## src/rtl/flagu_pkg.sv

```systemverilog
package flagu_pkg;
   localparam int FLAG_W = 16;
   localparam int BYTE_W = 8;

   // flag bit positions within the flag word
   localparam int POS_CY = 0;
   localparam int POS_PA = 2;
   localparam int POS_HC = 4;
   localparam int POS_ZE = 6;
   localparam int POS_SG = 7;
   localparam int POS_TR = 8;
   localparam int POS_IE = 9;
   localparam int POS_DR = 10;
   localparam int POS_OV = 11;

   localparam logic [FLAG_W-1:0] STAT_MASK   = 16'h08D5;
   localparam logic [FLAG_W-1:0] UNUSED_MASK = 16'hF02A;

   typedef enum logic [2:0] {
      OP_ADD = 3'd0,
      OP_ADC = 3'd1,
      OP_SUB = 3'd2,
      OP_SBB = 3'd3,
      OP_AND = 3'd4,
      OP_OR  = 3'd5,
      OP_XOR = 3'd6,
      OP_XR2 = 3'd7
   } op_e;
endpackage

```

## src/rtl/flagu_parity.sv

```systemverilog
module flagu_parity #(
   parameter int N = 8
) (
   input  logic [N-1:0] din,
   output logic         even
);
   logic [N:0] chain;
   assign chain[0] = 1'b0;
   for (genvar i = 0; i < N; i++) begin : g_x
      assign chain[i+1] = chain[i] ^ din[i];
   end
   assign even = ~chain[N];
endmodule

```

## src/rtl/flagu_arith.sv

```systemverilog
module flagu_arith
   import flagu_pkg::*;
#(
   parameter int W = 16
) (
   input  logic [W-1:0] a,
   input  logic [W-1:0] b,
   input  op_e          op,
   input  logic         word,
   input  logic         cin,
   output logic [W-1:0] res,
   output logic         cy,
   output logic         hc,
   output logic         ov
);
   localparam int UP_W = W - BYTE_W;

   logic [W-1:0] a_m, b_m, lg;
   logic [W:0]   ax, bx, sum, cx;
   logic         is_sub, is_arith, a_s, b_s, r_s;

   assign a_m = word ? a : {{UP_W{1'b0}}, a[BYTE_W-1:0]};
   assign b_m = word ? b : {{UP_W{1'b0}}, b[BYTE_W-1:0]};
   assign ax  = {1'b0, a_m};
   assign bx  = {1'b0, b_m};
   assign cx  = {{W{1'b0}}, ((op == OP_ADC) || (op == OP_SBB)) ? cin : 1'b0};

   assign is_sub   = (op == OP_SUB) || (op == OP_SBB);
   assign is_arith = ~op[2];

   assign sum = is_sub ? (ax - bx - cx) : (ax + bx + cx);

   always_comb begin
      unique case (op)
         OP_AND:  lg = a_m & b_m;
         OP_OR:   lg = a_m | b_m;
         default: lg = a_m ^ b_m;
      endcase
   end

   assign a_s = word ? a_m[W-1] : a_m[BYTE_W-1];
   assign b_s = word ? b_m[W-1] : b_m[BYTE_W-1];
   assign r_s = word ? sum[W-1] : sum[BYTE_W-1];

   assign res = is_arith ? (word ? sum[W-1:0] : {{UP_W{1'b0}}, sum[BYTE_W-1:0]}) : lg;
   assign cy  = is_arith & (word ? sum[W] : sum[BYTE_W]);
   assign hc  = is_arith & (ax[4] ^ bx[4] ^ sum[4]);
   assign ov  = is_arith & (r_s != a_s) & (is_sub ? (a_s != b_s) : (a_s == b_s));
endmodule

```

## src/rtl/flagu_ctl_reg.sv

```systemverilog
module flagu_ctl_reg #(
   parameter int NCTL = 3
) (
   input  logic            clk,
   input  logic            rst_n,
   input  logic            we,
   input  logic [NCTL-1:0] wdata,
   output logic [NCTL-1:0] q
);
   for (genvar i = 0; i < NCTL; i++) begin : g_bit
      always_ff @(posedge clk or negedge rst_n) begin
         if (!rst_n)  q[i] <= 1'b0;
         else if (we) q[i] <= wdata[i];
      end
   end
endmodule

```

## src/rtl/status_flag_unit.sv

```systemverilog
module status_flag_unit
   import flagu_pkg::*;
#(
   parameter int W = 16
) (
   input  logic             clk,
   input  logic             rst_n,
   input  logic             op_valid,
   input  logic [2:0]       op_sel,
   input  logic             size_word,
   input  logic [W-1:0]     opnd_a,
   input  logic [W-1:0]     opnd_b,
   input  logic             ctl_we,
   input  logic [2:0]       ctl_wdata,
   output logic [W-1:0]     result,
   output logic [FLAG_W-1:0] flags
);
   if (W != 16) begin : g_bad_w
      $error("status_flag_unit: W must be 16 to match the flag layout");
   end

   logic [W-1:0] res_n;
   logic         cy_n, hc_n, ov_n, pa_n, ze_n, sg_n;
   logic         cy_q, pa_q, hc_q, ze_q, sg_q, ov_q;
   logic [2:0]   ctl_q;

   flagu_arith #(.W(W)) u_arith (
      .a(opnd_a), .b(opnd_b), .op(op_e'(op_sel)), .word(size_word),
      .cin(cy_q), .res(res_n), .cy(cy_n), .hc(hc_n), .ov(ov_n)
   );

   flagu_parity #(.N(BYTE_W)) u_par (
      .din(res_n[BYTE_W-1:0]), .even(pa_n)
   );

   flagu_ctl_reg #(.NCTL(3)) u_ctl (
      .clk(clk), .rst_n(rst_n), .we(ctl_we), .wdata(ctl_wdata), .q(ctl_q)
   );

   assign ze_n = (res_n == '0);
   assign sg_n = size_word ? res_n[W-1] : res_n[BYTE_W-1];

   always_ff @(posedge clk or negedge rst_n) begin
      if (!rst_n) begin
         result <= '0;
         cy_q   <= 1'b0;
         pa_q   <= 1'b0;
         hc_q   <= 1'b0;
         ze_q   <= 1'b0;
         sg_q   <= 1'b0;
         ov_q   <= 1'b0;
      end else if (op_valid) begin
         result <= res_n;
         cy_q   <= cy_n;
         pa_q   <= pa_n;
         hc_q   <= hc_n;
         ze_q   <= ze_n;
         sg_q   <= sg_n;
         ov_q   <= ov_n;
      end
   end

   always_comb begin
      flags         = '0;
      flags[POS_CY] = cy_q;
      flags[POS_PA] = pa_q;
      flags[POS_HC] = hc_q;
      flags[POS_ZE] = ze_q;
      flags[POS_SG] = sg_q;
      flags[POS_TR] = ctl_q[0];
      flags[POS_IE] = ctl_q[1];
      flags[POS_DR] = ctl_q[2];
      flags[POS_OV] = ov_q;
   end
endmodule

```

## config.mk

```make
export PLATFORM = sky130hd
export DESIGN_NAME = status_flag_unit
export DESIGN_NICKNAME = d
export VERILOG_FILES = /design/src/rtl/flagu_pkg.sv /design/src/rtl/flagu_parity.sv /design/src/rtl/flagu_arith.sv /design/src/rtl/flagu_ctl_reg.sv /design/src/rtl/status_flag_unit.sv
export SDC_FILE = /design/constraint.sdc
export NUM_CORES = 1
export LEC_CHECK = 0
export ABC_AREA = 1
export BUFFER_PORTS_ARGS = -buffer_cell sky130_fd_sc_hd__buf_2
export CORE_MARGIN = 5
export CORE_UTILIZATION = 45
export DETAILED_ROUTE_END_ITERATION = 10
export PLACE_DENSITY = 0.66
export SKIP_LAST_GASP = 1
export SYNTH_ARGS = -nofsm -noshare
export SYNTH_HDL_FRONTEND = slang
export SYNTH_HIERARCHICAL = 1
export SYNTH_SLANG_ARGS = --single-unit
```

## constraint.sdc

```tcl
create_clock -name clk -period 2.7 [get_ports clk]
set_input_delay 0.135 -clock clk [delete_from_list [all_inputs] [get_ports clk]]
set_output_delay 0.135 -clock clk [all_outputs]
set_load 0.05 [all_outputs]
```

==> impl_metrics.toml, run 1 <==
[clock_network]
clk-insertion-delay-late_ns = 0.27
path_clk_slew_ns = 0.08
cts_num_sinks = 25
cts_tree = "built"
clk_path_buf_depth = 2
root_buffer = "clkbuf_8"
cts-buffers-inserted = 3
htree_levels = 1

[finish]
n_antenna_cell = 0
layout-drive-gt1-share = 0.2637
nNetsFinal = 895
area_growth_pct = 21.45
final_cells = 914
fin_util = 0.5643

[critical_path]
startpoint_type = "flop"
r2r_end = "pa_q"
reg2regPathDepth = 23
worstSetupPathType = "flop to flop"
r2r_slack_ns = -0.21
worstPathMaxFanout = 4
cp-startpoint = "cy_q"
critPathCapture = "pa_q"
cp.required_ns = 2.91
crit_arrival_ns = 3.12
end_kind = "flop"
regToRegStartpoint = "cy_q"

[outcome]
outcome = "finished with violations"
violations = "setup timing"

[logic_synthesis]
synth_top_flop_cell = "dfrtp_1"
yosysTopAreaCell = "ha_1"
synthTopCellsByArea = "ha_1 (18%), nand2_1 (17%), dfrtp_1 (14%), inv_1 (9.6%), a21oi_1 (5.1%)"
synth_cell_types = 45
syn-cell-area_sq_um = 4334
synth_edf_count = 0
synth.avg_cell_area_sq_um = 6.318
yosys_register_bits = 25
ys_async_sr_fraction = 1.000
syn_inst = 686
netlist.area_leader.share = 0.1790
ys_seq_area_frac = 0.1443
yosys_warnings = 6

[power]
p_leak_nw = 3.043
p_clk_frac = 0.103
power.total_mw = 2.064
pwr_density_cell_nw_per_um2 = 392.0
p_switching_mw = 1.051
seqPwrFrac = 0.219
max-vdd-ir-drop_mv = 0.2177
internal_power_mw = 1.013
power_frac_comb = 0.677
swShare = 0.5093

[timing]
tns_ns = -0.3286
max_clock_freq_mhz = 343.4
finalCritPeriodShare = 1.078
hold_viol = 0
fin_skew_ns = 0.006220
fin_ws_ns = -0.2119
period_needed_ns = 2.912
slew_headroom = 0.4484
setup_viol = 2
tightest_slew_ns = 0.8188
rsz0062_at_grt = "true"
drv_slew = 0

[die]
rows = 35
die_x_um = 108.1
ios = 75
dieArea_sq_um = 11690
core_region_area_sq_um = 9328
initial_core_util = 0.4647
die_y_um = 108.1

[routing]
dr.pass1.iters = 5
num_vias = 4631
wire_per_inst_um = 13.91
via_per_inst = 5.067
drt-total-wl_mm = 12.72
dr.first_iter.drc_count = 390
drc = 0
final_antenna_net_count = 0

[place]
dp_hpwl_mm = 10.48
placed_cells = 903
place.gp.congestion = 0.8986
io_buffers = 67

[global_routing]
grtUsageTotal = 0.2173
grt_pass1_wl_mm = 20.79
globalRoute.totalOverflow = 0
antenna_found_initial = 0
grt_pass1_vias = 4365
grt_max_degree = 32

[worst_hold_path]
min_path_type = "primary input to flop"

[flow_run]
drv_cap = 0
[what timing repair did]
item | 4_1_cts | 5_1_grt
gates resized for setup | 9 | 43
hold buffers | 1 | 0
setup buffers | 1 | 5
endpoints found under the setup margin | 2 | 14
pin swaps | 8 | 22
hold endpoints to repair | 25 | 0
[layer usage]
metal,up-vias,part of all wire,track usage
li1,2370,-,-
met1,2078,0.47,0.3128
met2,167,0.45,0.3575
met3,16,0.066,0.01910
met4,0,0.015,0.03968
met5,-,0,0
[per-stage QoR]
step	area, sq um	hold slack (ns)	worst slack [ns]
2_1_floorplan	4423	-0.1606	-0.01267
5_1_grt	5264	0.07675	-0.4171
6_report	5264	0.06607	-0.2119
4_1_cts	5092	0.06680	-0.06313
3_3_place_gp	5002	0.1471	-0.07074
3_5_place_dp	5002	0.1467	-0.1840
[layout by cell type (no fill, tap or decap), drive strengths merged]
cell / synthesis / routed
nand4: 1 / 1
nor2: 40 / 40
ha: 62 / 62
a21o: 2 / 2
buf: 24 / 117
a31oi: 5 / 5
or2: 2 / 2
conb: 1 / 7
clkinv: 1 / 2
a221oi: 3 / 3
dfrtp: 25 / 25
nand2: 216 / 216
clkbuf: 5 / 3
a21oi: 48 / 48
inv: 116 / 116
xor2: 8 / 8
o21bai: 7 / 7
nor3: 8 / 8
nand3b: 2 / 2
dlygate4sd3: 0 / 1
a211oi: 2 / 2
nand3: 45 / 45
o22ai: 3 / 3
o21ai: 44 / 44
xnor2: 2 / 2
and3: 2 / 2
a22o: 1 / 1
fa: 4 / 4
a21boi: 2 / 2
o221ai: 5 / 5
[worst max-delay path, stage by stage, from the launching register on]
cell and delay, ns:
dfrtp_1 0.40, nand3_4 0.10, fa_2 0.56, inv_2 0.06, ha_4 0.15, inv_2 0.04
nand2_2 0.04, nand2_2 0.05, nand2_2 0.08, nand3_2 0.07, nand3_2 0.09, a21oi_2 0.21
o21ai_4 0.09, a31oi_4 0.25, inv_2 0.08, nand2_2 0.07, nand3_2 0.10, nand2_1 0.08
nand2_1 0.07, nand2_1 0.07, nand2_1 0.05, nand2_1 0.05, nand2_1 0.04, nand2_1 0.06
[power by group through the flow]
stage | sequential [mW] | clock, mW | combinational, mW
final | 0.453 | 0.213 | 1.40
after global routing | 0.459 | 0.234 | 1.54
after CTS | 0.453 | 0.221 | 1.30
after detailed placement | 0.460 | 0 | 1.28
after global placement | 0.459 | 0 | 1.27
after floorplan | 0.597 | 0 | 0.812
[final cells by class]
class	instances	area, sq um
clock buffer	3	41.29
tap	129	161.4
fill	947	4064
sequential	25	625.6
multi-input combinational	521	3263
inverter	117	446.7
clock inverter	1	5.005
timing repair buffer	118	720.7
[logic make-up (layout without fill, tap and decap cells)]
logic type | Yosys count | in the layout | share of synthesized area
AO/OA/AOI/OAI | 122 | 122 | 0.1741
XOR/XNOR | 10 | 10 | 0.02021
adder cells (fa/ha/maj) | 66 | 66 | 0.1975
buffers and inverters | 146 | 239 | 0.1539
flip-flops | 25 | 25 | 0.1443
other | 1 | 7 | 0.0008652
AND/OR/NAND/NOR | 316 | 316 | 0.3092
[worst min path at each step]
stage / slack (ns) / depth (start not counted) / end / startpoint
5_1_grt: 0.08 / 3 / u_ctl/q[0] / ctl_wdata[0]
2_1_floorplan: -0.16 / 0 / cy_q / rst_n
3_5_place_dp: 0.15 / 1 / result[4] / rst_n
6_report: 0.07 / 3 / u_ctl/q[0] / ctl_wdata[0]
3_3_place_gp: 0.15 / 1 / result[3] / rst_n
4_1_cts: 0.07 / 3 / u_ctl/q[0] / ctl_wdata[0]
[sequential cells by signal (all words and copies together) (netlist names)]
register,cells
pa_q,1
sg_q,1
result,16
cy_q,1
ov_q,1
ze_q,1
u_ctl/q,3
hc_q,1
[synth_stat cells, drive strengths merged (2+ instances only)]
library cell,n
o22ai,3
or2,2
a21o,2
o221ai,5
xnor2,2
xor2,8
nor3,8
a31oi,5
o21ai,44
inv,116
clkbuf,5
fa,4
dfrtp,25
and3,2
nand3,45
a21oi,48
a221oi,3
ha,62
nor2,40
a21boi,2
nand3b,2
buf,24
nand2,216
a211oi,2
o21bai,7
Note: power is estimated with default switching activity, not from simulation.
==> run 2, diff against run 1 <==
--- a/config.mk
+++ b/config.mk
@@ -7,10 +7,12 @@
 export LEC_CHECK = 0
 export ABC_AREA = 1
 export BUFFER_PORTS_ARGS = -buffer_cell sky130_fd_sc_hd__buf_2
+export CELL_PAD_IN_SITES_DETAIL_PLACEMENT = 0
+export CELL_PAD_IN_SITES_GLOBAL_PLACEMENT = 1
 export CORE_MARGIN = 5
-export CORE_UTILIZATION = 45
+export CORE_UTILIZATION = 37
 export DETAILED_ROUTE_END_ITERATION = 10
-export PLACE_DENSITY = 0.66
+export PLACE_DENSITY = 0.76
 export SKIP_LAST_GASP = 1
 export SYNTH_ARGS = -nofsm -noshare
 export SYNTH_HDL_FRONTEND = slang
==> run 2 against run 1 <==
Against the previous run: the flow still finishes with violations (setup timing); hold slack improved by 0.017 ns; power rose by 7.1%; clock-buffer cell count grew 1; sequential power hardly changed; critical path type unchanged; largest power group unchanged; highest routed layer unchanged.
==> impl_metrics.toml, run 2 (synthesis results as in run 1) <==
[finish]
n_fill_cell = 1248
area_growth_pct = 25.26
layout-drive-gt1-share = 0.2767
n_antenna_cell = 0
final_common_cell = "nand2_1"
top_regs = "result x16, u_ctl/q x3"
nNetsFinal = 905
mostFrequentLayoutCells = "nand2_1 (187), inv_1 (105), buf_2 (67)"
largest_register_ffs = 16
top_register = "result"

[die]
rows = 39
die_y_um = 118.2
dieArea_sq_um = 13980
initial_core_util = 0.3780
ios = 75
die_x_um = 118.2
core_region_area_sq_um = 11470

[timing]
max_clock_freq_mhz = 351.9
period_needed_ns = 2.842
hold_viol = 0
fin_hold_ws_ns = 0.08309
finalCritPeriodShare = 1.053
tightest_slew_ns = 0.7776
fin_ws_ns = -0.1419
rsz0062_at_grt = "true"
fin_skew_ns = 0.001302
setup_viol = 2
slew_headroom = 0.4761
drv_slew = 0

[global_routing]
grtUsageTotal = 0.1775
grt_pass1_wl_mm = 21.07
grt_max_degree = 32
grt_pass1_vias = 4344
globalRoute.totalOverflow = 0
antenna_found_initial = 0

[power]
p_leak_nw = 3.101
swShare = 0.4821
p_switching_mw = 1.066
pwr_density_cell_nw_per_um2 = 407.2
internal_power_mw = 1.145
power.total_mw = 2.211
power_frac_comb = 0.651
max-vdd-ir-drop_mv = 0.6209
seqPwrFrac = 0.206
p_clk_frac = 0.143

[routing]
dr.pass1.iters = 5
num_vias = 4586
final_antenna_net_count = 0
wire_per_inst_um = 13.85
dr.first_iter.drc_count = 381
drc = 0
via_per_inst = 4.889
drt-total-wl_mm = 12.99

[clock_network]
root_buffer = "clkbuf_16"
clk-insertion-delay-late_ns = 0.25
path_clk_slew_ns = 0.06
cts_tree = "built"
cts_num_sinks = 25
clk_path_buf_depth = 2
htree_levels = 1
cts-buffers-inserted = 3

[outcome]
outcome = "finished with violations"
violations = "setup timing"

[critical_path]
worstPathMaxFanout = 4
cp.required_ns = 2.89
crit_arrival_ns = 3.03
worstSetupPathType = "flop to flop"
end_kind = "flop"
startpoint_type = "flop"

[flow_run]
drv_cap = 0

[place]
dp_slack_ns = -0.2028
place.gp.congestion = 0.9208
io_buffers = 67
dp_hpwl_mm = 10.66

[worst_hold_path]
min_path_type = "primary input to flop"
[run 2: cell types whose count changed in the layout (fill, tap and decap cells not counted), sizes merged]
cell	before	now
buf	117	127
clkbuf	3	4
clkinv	2	1
[run 2: path summary, 6_finish.rpt]
check,start,end,slack (ns),cells after the start
max,cy_q,pa_q,-0.14,23
min,ctl_wdata[0],u_ctl/q[0],0.08,3
max reg2reg,cy_q,pa_q,-0.14,23
min reg2reg,u_ctl/q[0],u_ctl/q[0],0.46,2
max in group asynchronous,rst_n,u_ctl/q[1],1.94,2
min in group asynchronous,rst_n,result[4],0.41,2
[run 2: power groups by stage]
stage / logic [mW] / clock network (mW) / registers (mW)
2_1_floorplan: 0.812 / 0 / 0.597
3_3_place_gp: 1.32 / 0 / 0.459
3_5_place_dp: 1.33 / 0 / 0.462
4_1_cts: 1.36 / 0.326 / 0.455
5_1_grt: 1.58 / 0.341 / 0.462
6_report: 1.44 / 0.316 / 0.455
[run 2: stage by stage]
stage | cell area (sq um) | TNS (ns) | cells | util
after global routing | 5429 | -1.158 | 938 | 0.4734
after floorplan | 4423 | -0.01267 | 692 | -
after detailed placement | 5102 | -0.4212 | 928 | 0.4450
final | 5429 | -0.2460 | 938 | 0.4734
after CTS | 5241 | -0.2331 | 935 | 0.4571
after global placement | 5102 | -0.1838 | 928 | 0.4450
[run 2: final cells by class]
class | count | area, sq um | area share
Multi-Input combinational cell | 521 | 3303 | 0.6084
Timing Repair Buffer | 128 | 795.8 | 0.1466
Sequential cell | 25 | 625.6 | 0.1152
Inverter | 117 | 446.7 | 0.08228
Tap cell | 143 | 178.9 | 0.03296
Clock buffer | 4 | 78.83 | 0.01452
[run 2: what timing repair did]
action / 4_1_cts / 5_1_grt
cloned: 0 / 0
hold buffers: 1 / 0
setup buffers: 2 / 3
setup endpoints to repair: 6 / 15
pin swaps: 11 / 32
gates resized for setup: 10 / 49
endpoints found under the hold margin: 25 / 0
[run 2: metal layers]
metal	up-vias	part of all wire	global-route usage
li1	2379	-	-
met1	2037	0.47	0.2542
met2	159	0.46	0.2957
met3	11	0.059	0.01528
met4	0	0.010	0.02939
met5	-	0	0
[run 2: worst max-delay path, stage by stage, from the launching register on]
cell and delay (ns):
dfrtp_1 0.39, nand3_4 0.09, fa_2 0.57, inv_2 0.06, ha_4 0.15, inv_2 0.04, nand2_2 0.05, nand2_2 0.08
nand2_4 0.07, nand3_4 0.07, nand3_4 0.09, a21oi_4 0.18, o21ai_4 0.08, a31oi_4 0.20, inv_2 0.08, nand2_2 0.09
nand3_2 0.10, nand2_1 0.07, nand2_1 0.06, nand2_1 0.06, nand2_1 0.05, nand2_1 0.05, nand2_1 0.04, nand2_1 0.06
